[src/rtl/bar_sync_gen.sv]
module bar_sync_gen #(
  parameter int LINE_CLKS   = 1716,
  parameter int LINES       = 525,
  parameter int HSYNC_CLKS  = 127,
  parameter int EQ_CLKS     = 62,
  parameter int FRONT_CLKS  = 32,
  parameter int BACK_CLKS   = 85,
  parameter int EQ_LINES    = 3,
  parameter int SER_LINES   = 3,
  parameter int BLANK_LINES = 11
) (
  input  logic       clk,
  input  logic       rst,
  output logic [1:0] vid_code,
  output logic       leg_lo,
  output logic       leg_hi_oe,
  output logic       line_stb,
  output logic       vstart_stb,
  output logic       field_o
);
  localparam int HW  = $clog2(LINE_CLKS);
  localparam int LW  = $clog2(LINES + 1);
  localparam int HLW = LW + 1;
  localparam int F2  = (LINES + 1) / 2;

  localparam logic [HW-1:0] LAST_H  = HW'(LINE_CLKS - 1);
  localparam logic [HW-1:0] HALF_H  = HW'(LINE_CLKS / 2);
  localparam logic [HW-1:0] EQ_H    = HW'(EQ_CLKS);
  localparam logic [HW-1:0] SERR_H  = HW'(LINE_CLKS / 2 - HSYNC_CLKS);
  localparam logic [HW-1:0] SYNC_H  = HW'(HSYNC_CLKS);
  localparam logic [HW-1:0] ACT0_H  = HW'(HSYNC_CLKS + BACK_CLKS);
  localparam logic [HW-1:0] ACT1_H  = HW'(LINE_CLKS - FRONT_CLKS);
  localparam logic [LW-1:0] LAST_L  = LW'(LINES);
  localparam logic [LW-1:0] F2_L    = LW'(F2);

  localparam logic [HLW-1:0] EQA_END = HLW'(2 * EQ_LINES);
  localparam logic [HLW-1:0] SER_END = HLW'(2 * (EQ_LINES + SER_LINES));
  localparam logic [HLW-1:0] EQB_END = HLW'(2 * (2 * EQ_LINES + SER_LINES));
  localparam logic [HLW-1:0] BLK_END = HLW'(2 * (2 * EQ_LINES + SER_LINES + BLANK_LINES));

  logic [HW-1:0]  hcnt;
  logic [LW-1:0]  lcnt;

  always_ff @(posedge clk) begin
    if (rst) begin
      hcnt <= '0;
      lcnt <= LW'(1);
    end else if (hcnt == LAST_H) begin
      hcnt <= '0;
      lcnt <= (lcnt == LAST_L) ? LW'(1) : lcnt + LW'(1);
    end else begin
      hcnt <= hcnt + HW'(1);
    end
  end

  logic           hh, fld2;
  logic [HW-1:0]  hpos;
  logic [HLW-1:0] hl;
  logic [1:0]     gray;

  assign hh   = (hcnt >= HALF_H);
  assign hpos = hh ? hcnt - HALF_H : hcnt;
  assign fld2 = (lcnt > F2_L) || (lcnt == F2_L && hh);
  assign hl   = fld2 ? {lcnt - F2_L, 1'b0} + HLW'(hh) - HLW'(1)
                     : {lcnt - LW'(1), hh};
  assign gray = {lcnt[7], lcnt[7] ? lcnt[6] : 1'b1};

  always_comb begin
    if (rst)
      vid_code = 2'b01;
    else if (hl < EQA_END || (hl >= SER_END && hl < EQB_END))
      vid_code = (hpos < EQ_H) ? 2'b00 : 2'b01;
    else if (hl < SER_END)
      vid_code = (hpos < SERR_H) ? 2'b00 : 2'b01;
    else if (hcnt < SYNC_H)
      vid_code = 2'b00;
    else if (hl >= BLK_END && hcnt >= ACT0_H && hcnt < ACT1_H)
      vid_code = gray;
    else
      vid_code = 2'b01;
  end

  assign leg_lo     = vid_code[0];
  assign leg_hi_oe  = vid_code[1];
  assign line_stb   = !rst && hcnt == '0;
  assign vstart_stb = !rst && hl == '0 && hpos == '0;
  assign field_o    = !rst && fld2;
endmodule


[config.mk]
export PLATFORM = sky130hd
export DESIGN_NAME = bar_sync_gen
export DESIGN_NICKNAME = d
export VERILOG_FILES = /design/src/rtl/bar_sync_gen.sv
export SDC_FILE = /design/constraint.sdc
export NUM_CORES = 1
export LEC_CHECK = 0
export ABC_CLOCK_PERIOD_IN_PS = 9000
export BUFFER_PORTS_ARGS = -buffer_cell sky130_fd_sc_hd__buf_2
export CORE_ASPECT_RATIO = 0.9
export CORE_MARGIN = 4
export CORE_UTILIZATION = 50
export CTS_CLUSTER_DIAMETER = 200
export DETAILED_ROUTE_END_ITERATION = 6
export GPL_ROUTABILITY_DRIVEN = 0
export PLACE_DENSITY_LB_ADDON = 0.3
export SYNTH_ARGS = -nofsm -noshare
export SYNTH_HDL_FRONTEND = slang
export SYNTH_SLANG_ARGS = --single-unit
[constraint.sdc]
create_clock -name clk -period 9 [get_ports clk]
set_clock_uncertainty 0.1 [all_clocks]
set_input_delay 1.8 -clock clk [delete_from_list [all_inputs] [get_ports clk]]
set_output_delay 1.8 -clock clk [all_outputs]
set_load 0.01 [all_outputs]
# ---- Word-level counts from Yosys, hierarchy flattened
# Cells that the tools add are included.
dict set report op_classes {
  addsub 7
  n_lt_le_gt_ge 12
  eq_ne 3
  n_mux 11
  reduce_logical 15
}
# op n
set ops {}
lappend ops {{11-bit zero test} 3}
lappend ops {{11-bit two-way mux} 2}
lappend ops {{11-bit by 1-bit adder with 11-bit output} 1}
lappend ops {{11-bit by 1-bit adder with 11-bit output, second input constant} 1}
lappend ops {{11-bit == test, second input constant} 1}
lappend ops {{11-bit by 10-bit >= comparator with 1-bit output, second input constant} 1}
lappend ops {{11-bit by 4-bit >= comparator with 1-bit output, second input constant} 1}
lappend ops {{11-bit by 6-bit >= comparator with 1-bit output, second input constant} 1}
lappend ops {{11-bit by 8-bit >= comparator with 1-bit output, second input constant} 1}
lappend ops {{11-bit by 10-bit < comparator with 1-bit output, second input constant} 1}
lappend ops {{11-bit < comparator, second input constant} 1}
lappend ops {{11-bit by 3-bit < comparator with 1-bit output, second input constant} 1}
lappend ops {{11-bit by 4-bit < comparator with 1-bit output, second input constant} 1}
lappend ops {{11-bit by 5-bit < comparator with 1-bit output, second input constant} 1}
lappend ops {{11-bit by 6-bit < comparator with 1-bit output, second input constant} 1}
lappend ops {{11-bit by 7-bit < comparator with 1-bit output, second input constant} 1}
lappend ops {{11-bit by 1-bit subtractor with 11-bit output, second input constant} 1}
lappend ops {{11-bit by 10-bit subtractor with 11-bit output, second input constant} 1}
lappend ops {{10-bit by 1-bit adder with 10-bit output, second input constant} 1}
lappend ops {{10-bit == test, second input constant} 1}
lappend ops {{10-bit by 9-bit == test with 1-bit output, second input constant} 1}
lappend ops {{10-bit by 9-bit > comparator with 1-bit output, second input constant} 1}
lappend ops {{10-bit two-way mux} 1}
lappend ops {{2-bit two-way mux} 5}
lappend ops {{other kinds (7)} 17}
dict set report word_totals {
  register_bits 21
  in_bits 2
  output_inout_bits 7
}

# ---- Depth between registers and ports, before layout
# Gate-level depths: netlist of run 1.
dict set report depth {
  word_depth 12
  ltp_mapped 19
  mapped_depth_nobuf 16
}

# ---- Worst setup path before layout of run 1
# Ideal clock, no wire load.
dict set report synth_path {
  path_kind {register to output}
  start {register hcnt[2]}
  end {output port vid_code[0]}
  t_arrival_ns 3.708
  t_required_ns 7.100
  path_slack_ns 3.392
  stages_incl_launch_ff 18
  cell_sequence {dfxtp_1 clkbuf_1 inv_1 ha_1 a311oi_2 or2_2 inv_2 ha_1 clkbuf_1 and4bb_2 a32oi_1 o311ai_0 o2bb2ai_2 a41oi_2 nor4_2 mux2i_1 a21oi_1 buf_4}
}
dict set report synth_via {
  elab_chain_len 12
  elab_cells_between_ends 29
  cone_classes {3 x add/sub; 11 x order compare; 9 x mux; 6 x reduce/logical}
}
# element line
set synth_rtl {}
lappend synth_rtl {{start: declaration} 41} ;# logic [HW-1:0] hcnt;
lappend synth_rtl {{start signal: assignment} 52} ;# hcnt <= hcnt + HW'(1);
lappend synth_rtl {{11-bit by 10-bit >= comparator with 1-bit output} 61} ;# assign hh = (hcnt >= HALF_H);
lappend synth_rtl {{11-bit by 1-bit adder with 11-bit output or 1-bit logical AND (tied branches)} {64, 63}}
lappend synth_rtl {{11-bit by 1-bit subtractor with 11-bit output or 1-bit logical OR (tied branches)} {64, 63}}
lappend synth_rtl {{11-bit two-way mux} 64} ;# assign hl = fld2 ? {lcnt - F2_L, 1'b0} + HLW'(hh) - HLW'(1)
lappend synth_rtl {{11-bit by 6-bit >= comparator with 1-bit output} 77} ;# else if (hl >= BLK_END && hcnt >= ACT0_H && hcnt < ACT1_H)
lappend synth_rtl {{1-bit logical AND (2 in a row)} 77}
lappend synth_rtl {{2-bit two-way mux} 77}
lappend synth_rtl {{2-bit two-way mux} 75} ;# else if (hcnt < SYNC_H)
lappend synth_rtl {{2-bit two-way mux} 73} ;# else if (hl < SER_END)
lappend synth_rtl {{2-bit two-way mux (*)} 71} ;# else if (hl < EQA_END || (hl >= SER_END && hl < EQB_END))
lappend synth_rtl {{2-bit two-way mux (*)} 69} ;# if (rst)
lappend synth_rtl {{end: declaration} 14} ;# output logic [1:0] vid_code,
# Every way passes the cells marked *; elsewhere a longest branch is shown, timed or not.

# ---- Final worst setup path of run 1
dict set report layout_path {
  start {register hcnt[1]}
  end {output port leg_lo}
}
dict set report layout_via {
  elab_chain_len 12
  elab_cells_between_ends 29
  cone_classes {3 x add/sub; 11 x order compare; 9 x mux; 6 x reduce/logical}
}
# element line
set layout_rtl {}
lappend layout_rtl {{11-bit by 10-bit >= comparator with 1-bit output} 61}
lappend layout_rtl {{11-bit by 1-bit adder with 11-bit output or 1-bit logical AND (tied branches)} {64, 63}}
lappend layout_rtl {{11-bit by 1-bit subtractor with 11-bit output or 1-bit logical OR (tied branches)} {64, 63}}
lappend layout_rtl {{11-bit two-way mux} 64}
lappend layout_rtl {{11-bit by 6-bit >= comparator with 1-bit output} 77}
lappend layout_rtl {{1-bit logical AND (2 in a row)} 77}
lappend layout_rtl {{2-bit two-way mux} 77}
lappend layout_rtl {{2-bit two-way mux} 75}
lappend layout_rtl {{2-bit two-way mux} 73}
lappend layout_rtl {{2-bit two-way mux (*)} 71}
lappend layout_rtl {{2-bit two-way mux (*)} 69}
lappend layout_rtl {{end: declaration} 15} ;# output logic leg_lo,
# Marks and branches as above.

==> results of run 1 <==
[area by class of cell]
type                       instances  area, um2  area share, %
multi-input combinational        281       1870           74.9
sequential                        21        420           16.9
tap                               62       77.6           3.11
clock buffer                       3       41.3           1.65
inverter                          11       41.3           1.65
timing repair buffer               8       40.0           1.60
clock inverter                     1       5.00          0.201
[through the flow]
step	area, um2	utilization [%]
after global routing	2490	54.2
after global placement	2450	53.2
after CTS	2490	54.2
after detailed placement	2450	53.2
after floorplan	2450	-
final	2490	54.2
[worst paths after layout]
kind,start,end,slack (ns),depth (start not counted)
hold reg to reg,lcnt[7],lcnt[7],0.50,2
hold / removal,lcnt[7],lcnt[7],0.50,2
setup / recovery,hcnt[1],leg_lo,2.60,16
setup reg to reg,lcnt[0],lcnt[6],6.67,5
[power groups by stage]
stage	Sequential, W	Clock [W]	Combinational [W]
finish	0.0000966	0.0000632	0.0000193
floorplan	0.0000976	0	0.0000156
global route	0.0000970	0.0000684	0.0000215
CTS	0.0000965	0.0000650	0.0000193
detailed placement	0.0000987	0	0.0000192
global placement	0.0000987	0	0.0000189
[state kept, by name (all words and copies together), names as in the netlist]
register  cells
hcnt         11
lcnt         10
[Yosys cell counts (all sizes together) (3+ instances only)]
| cell | n | area (um2) |
|---|---|---|
| nor2 | 40 | 150 |
| nand2 | 27 | 101 |
| o21ai | 25 | 129 |
| dfxtp | 21 | 420 |
| a21oi | 18 | 90.1 |
| clkbuf | 16 | 60.1 |
| nand3 | 14 | 70.1 |
| xnor2 | 14 | 123 |
| buf | 12 | 62.6 |
| inv | 11 | 41.3 |
| xor2 | 11 | 96.3 |
| ha | 10 | 125 |
| nor3 | 10 | 50.1 |
| nor4 | 9 | 62.6 |
| or3 | 8 | 55.1 |
| a211oi | 6 | 50.1 |
| a31oi | 6 | 37.5 |
| mux2i | 6 | 60.1 |
| a41oi | 5 | 51.3 |
| and2 | 5 | 31.3 |
| and3 | 5 | 31.3 |
| o31ai | 5 | 37.5 |
| nand2b | 4 | 32.5 |
| o21a | 4 | 31.3 |
| nand3b | 3 | 22.5 |
| nand4 | 3 | 18.8 |
| nor4b | 3 | 32.5 |
| o211ai | 3 | 22.5 |
[kinds of logic (layout without fill, tap and decap cells)]
family          count (synthesis)  in the layout  share of synthesized area (%)
mux                             6              6                           2.45
xor+xnor                       25             25                           8.92
fa+ha+maj                      10             10                           5.10
flops                          21             21                           17.1
simple gates                  143            143                           31.1
buf+inv                        39             23                           6.68
compound gates                 97             97                           28.6
[worst max-delay path, cell delays in order, from the launching register on]
cell       delay, ns
dfxtp_1         0.49
inv_1           0.14
ha_1            0.30
a311oi_2        0.45
or2_2           0.32
inv_2           0.13
ha_1            0.31
nor2b_1         0.21
a32oi_1         0.42
o311ai_0        0.24
o2bb2ai_2       0.18
a41oi_2         0.17
a41oi_1         0.26
nand3_1         0.14
nor4b_2         0.26
a21oi_1         0.08
buf_2           0.14
[routing by layer]
metal	vias to the layer above	global-route usage, %	wire (um)
li1	1232	-	-
met5	-	0	0
met1	1142	33.7	3150
met4	0	6.27	85
met3	10	2.18	356
met2	106	31.2	2590
==> results.txt, run 1 <==
synth-to-layout area growth = 1.68%
# fillers = 443
number of distinct library cells after synthesis = 72
drt drc = 0
wire length per cell = 16.0 um
critical path startpoint category = flip-flop
CTS Sinks = 21
Vias = 2,490
initial cell density of the core = 53.3%
VDD IR-drop max = 0.0000723 V
Max Fanout on Critical Path = 12
commonest non-fill, non-tap cell in the layout = nor2_1
Fin Hold WS = 0.499 ns
Comb power frac = 10.8%
port bufs = 8
post-CTS sizing = 0
P_sw = 0.0000462 W
Cell Area, Synth = 2450 um2
GRT Util Overall = 21.7%
Antenna diodes = 0
power consumption = 0.000179 W
HPWL Detailed = 4.61 mm
Placed Cells = 383
via/cell ratio = 6.43
largest net degree at the start of global routing = 25
die width = 81.8 um
initial antenna violation count = 0
# IOs = 9
Die Span Y = 74.5 um
total congestion overflow = 0
Cells after Synth = 341
PwrDens = 71.8 nW/um2
Async SR Flop Fraction = 0%
outcome = finished, final reports clean
Clock Root Buffer = clkbuf_8
area of the die = 6090 um2
Worst Tran Pin Value = 0.813 ns
vias in the first global route = 2,158
clk slew on worst S/H paths = 0.08 ns
Syn Area/Cell = 7.20 um2
pre-CTS setup slack = 3.00 ns
max-slew violations = 0
Tcrit/Tclk final = 71.1%
layout cells sized above 1 = 9.85%
Req. time, crit path = 7.10 ns
critical path class = reg2out
first-pass GRT wire length = 10.6 mm
Yosys reg bits = 21
Tmin final = 6.40 ns
Setup Viol. Count Final = 0
Internal Power = 0.000133 W
most frequent cells in the layout = nor2_1 (40), nand2_1 (27), o21ai_0 (22), dfxtp_1 (21), a21oi_1 (18)
Switching Share = 25.8%
fmax = 156 MHz
Hold-fix buffers, CTS = 0
CTS Buf Count = 3
RSZ-0062 raised after global routing = false
post-route setup TNS = 0 ns
Final Hold Viols = 0
top_reg_cell synth = dfxtp_1
final wirelength = 6.18 mm
fin nets = 338
Pre-antenna DRT Iters = 4
antenna viol nets, final = 0
core box area = 4600 um2
relative slew slack = 45.7%
part of the power in registers = 53.9%
insertion delay to the later sink of the worst-skew pair = 0.26 ns
CTS tree = built
Post-Syn Nets = 353
Hold Crit Class = reg2reg
MaxCap Viol Count = 0
Core Rows = 23
P_leak = 0.876 nW
sequential share of the synthesized area = 17.1%
number of synthesized flops with an enable pin = 0
initial DRC count = 230
Clk pwr share = 35.3%
CP Data Arrival Time = 4.50 ns
Clock Tree Buf Depth = 2
Cell Count, Final, Fillers Out = 387
crit end category = output pin
post-CTS setup buffer count = 0
H-tree lvl count = 1
final worst setup slack = 2.60 ns
Synth Warn # = 0
Power figures use the tool's default switching activity.
==> inputs of run 2 (changes only) <==
Settings changed: ABC_CLOCK_PERIOD_IN_PS 9000 to 5800.
Clock period 9 ns to 5.8 ns, I/O delays scaled along.
==> run 2 against run 1 <==
Compared with the run above:
- clock-buffer cell count is the same
- power grew 55%
- global-route usage is essentially flat
- design area grew 2.7%
- critical path depth is the same
- register-to-register slack lost 3.1 ns
- clock power grew 52%
- final cell count grew 1.6%
- sequential power grew 55%
- highest routed layer unchanged
==> results.txt, run 2 (synthesis gave the netlist of run 1 again) <==
outcome = finished, final reports clean
Clock Tree Buf Depth = 2
critical path startpoint category = flip-flop
fmax = 183 MHz
critical path class = reg2out
core box area = 4600 um2
initial cell density of the core = 53.3%
wire length per cell = 15.8 um
total congestion overflow = 0
GRT Util Overall = 21.7%
RSZ-0062 raised after global routing = false
die width = 81.8 um
MaxCap Viol Count = 0
layout cells sized above 1 = 11.8%
Req. time, crit path = 4.54 ns
Largest register FFs = 11
largest net degree at the start of global routing = 25
Core Rows = 23
power consumption = 0.000277 W
clk slew on worst S/H paths = 0.08 ns
Placed Area = 2490 um2
H-tree lvl count = 1
CTS tree = built
post-route setup TNS = 0 ns
vias in the first global route = 2,165
relative slew slack = 44.1%
antenna viol nets, final = 0
Pre-antenna DRT Iters = 5
Max Fanout on Critical Path = 12
post-CTS setup buffer count = 0
final wirelength = 6.23 mm
CP Data Arrival Time = 4.20 ns
Finished Cell Area = 2560 um2
area of the die = 6090 um2
fin nets = 344
Tcrit/Tclk final = 94.1%
via/cell ratio = 6.36
Clock Root Buffer = clkbuf_8
initial antenna violation count = 0
Tmin final = 5.46 ns
PwrDens = 108 nW/um2
max-slew violations = 0
CTS Buf Count = 3
P_leak = 0.921 nW
Worst Tran Pin Value = 0.838 ns
first-pass GRT wire length = 10.5 mm
Die Span Y = 74.5 um
# IOs = 9
Setup Viol. Count Final = 0
commonest non-fill, non-tap cell in the layout = nor2_1
Antenna diodes = 0
CTS Sinks = 21
Hold Crit Class = reg2reg
crit end category = output pin
VDD IR-drop max = 0.000100 V
largest reg by FF count = hcnt
most frequent cells in the layout = nor2_1 (40), nand2_1 (27), o21ai_0 (22), dfxtp_1 (21), a21oi_1 (18)
port bufs = 8
Final Hold Viols = 0
drt drc = 0
synth-to-layout area growth = 4.39%
Vias = 2,501
initial DRC count = 190
HPWL Detailed = 4.68 mm
# fillers = 450
insertion delay to the later sink of the worst-skew pair = 0.26 ns
biggest regs = hcnt: 11 flops, lcnt: 10 flops
==> run 2: changes by cell type in the layout (fill, tap and decap cells not counted) <==
| cell | delta |
|---|---|
| a32oi_1 | -1 |
| or2_2 | -1 |
| or2_4 | +1 |
| a311oi_4 | +1 |
| a311oi_2 | -1 |
| a32oi_2 | +1 |
| buf_4 | +6 |
==> run 2: per-stage QoR <==
step | instances | utilization [%] | hold WS [ns] | worst slack, ns
3_5_place_dp | 389 | 54.2 | 0.474 | 0.466
6_report | 393 | 55.6 | 0.481 | 0.345
2_1_floorplan | 341 | - | 0.397 | 0.832
4_1_cts | 393 | 55.2 | 0.487 | 0.178
3_3_place_gp | 389 | 54.2 | 0.464 | 0.639
5_1_grt | 393 | 55.6 | 0.532 | 0.0573
==> run 2: power breakdown <==
part | switching, W | internal (W)
Clock | 0.0000481 | 0.0000478
Combinational | 0.0000184 | 0.0000127
Sequential | 0.00000400 | 0.000146
Total | 0.0000705 | 0.000206
==> run 2: worst paths after layout <==
kind	start	endpoint	slack [ns]	depth (start not counted)
setup reg to reg	hcnt[10]	lcnt[9]	3.57	7
hold / removal	lcnt[7]	lcnt[7]	0.48	2
hold reg to reg	lcnt[7]	lcnt[7]	0.48	2
setup / recovery	hcnt[1]	vid_code[0]	0.34	16
==> run 2: area by class of cell <==
cell class / count / area [um2] / area share, %
clock buffers: 3 / 41.3 / 1.61
clock inverters: 1 / 5.00 / 0.195
inverters: 11 / 41.3 / 1.61
multi-input cells: 281 / 1890 / 73.8
flip-flops and latches: 21 / 420 / 16.4
well taps: 62 / 77.6 / 3.03
repair buffers: 14 / 85.1 / 3.32
==> run 2: critical path: stages (launching register included) <==
cell,delay (ns)
dfxtp_1,0.50
inv_1,0.14
ha_1,0.32
a311oi_4,0.40
or2_4,0.26
inv_2,0.11
ha_1,0.30
and4bb_2,0.27
a32oi_2,0.26
o311ai_0,0.20
o2bb2ai_2,0.17
a41oi_2,0.16
a41oi_1,0.26
nand3_1,0.12
nor4b_2,0.25
a21oi_1,0.07
buf_2,0.14
==> run 2: layer usage <==
metal | up-vias | track usage (%) | routed length (um)
li1 | 1239 | - | -
met5 | - | 0 | 0
met1 | 1161 | 33.2 | 3220
met4 | 0 | 6.27 | 61
met3 | 7 | 2.54 | 360
met2 | 94 | 31.5 | 2590
==> run 2: what timing repair did <==
action	CTS	global route
resized for setup	0	3
setup endpoints to repair	0	2
hold buffers	0	0
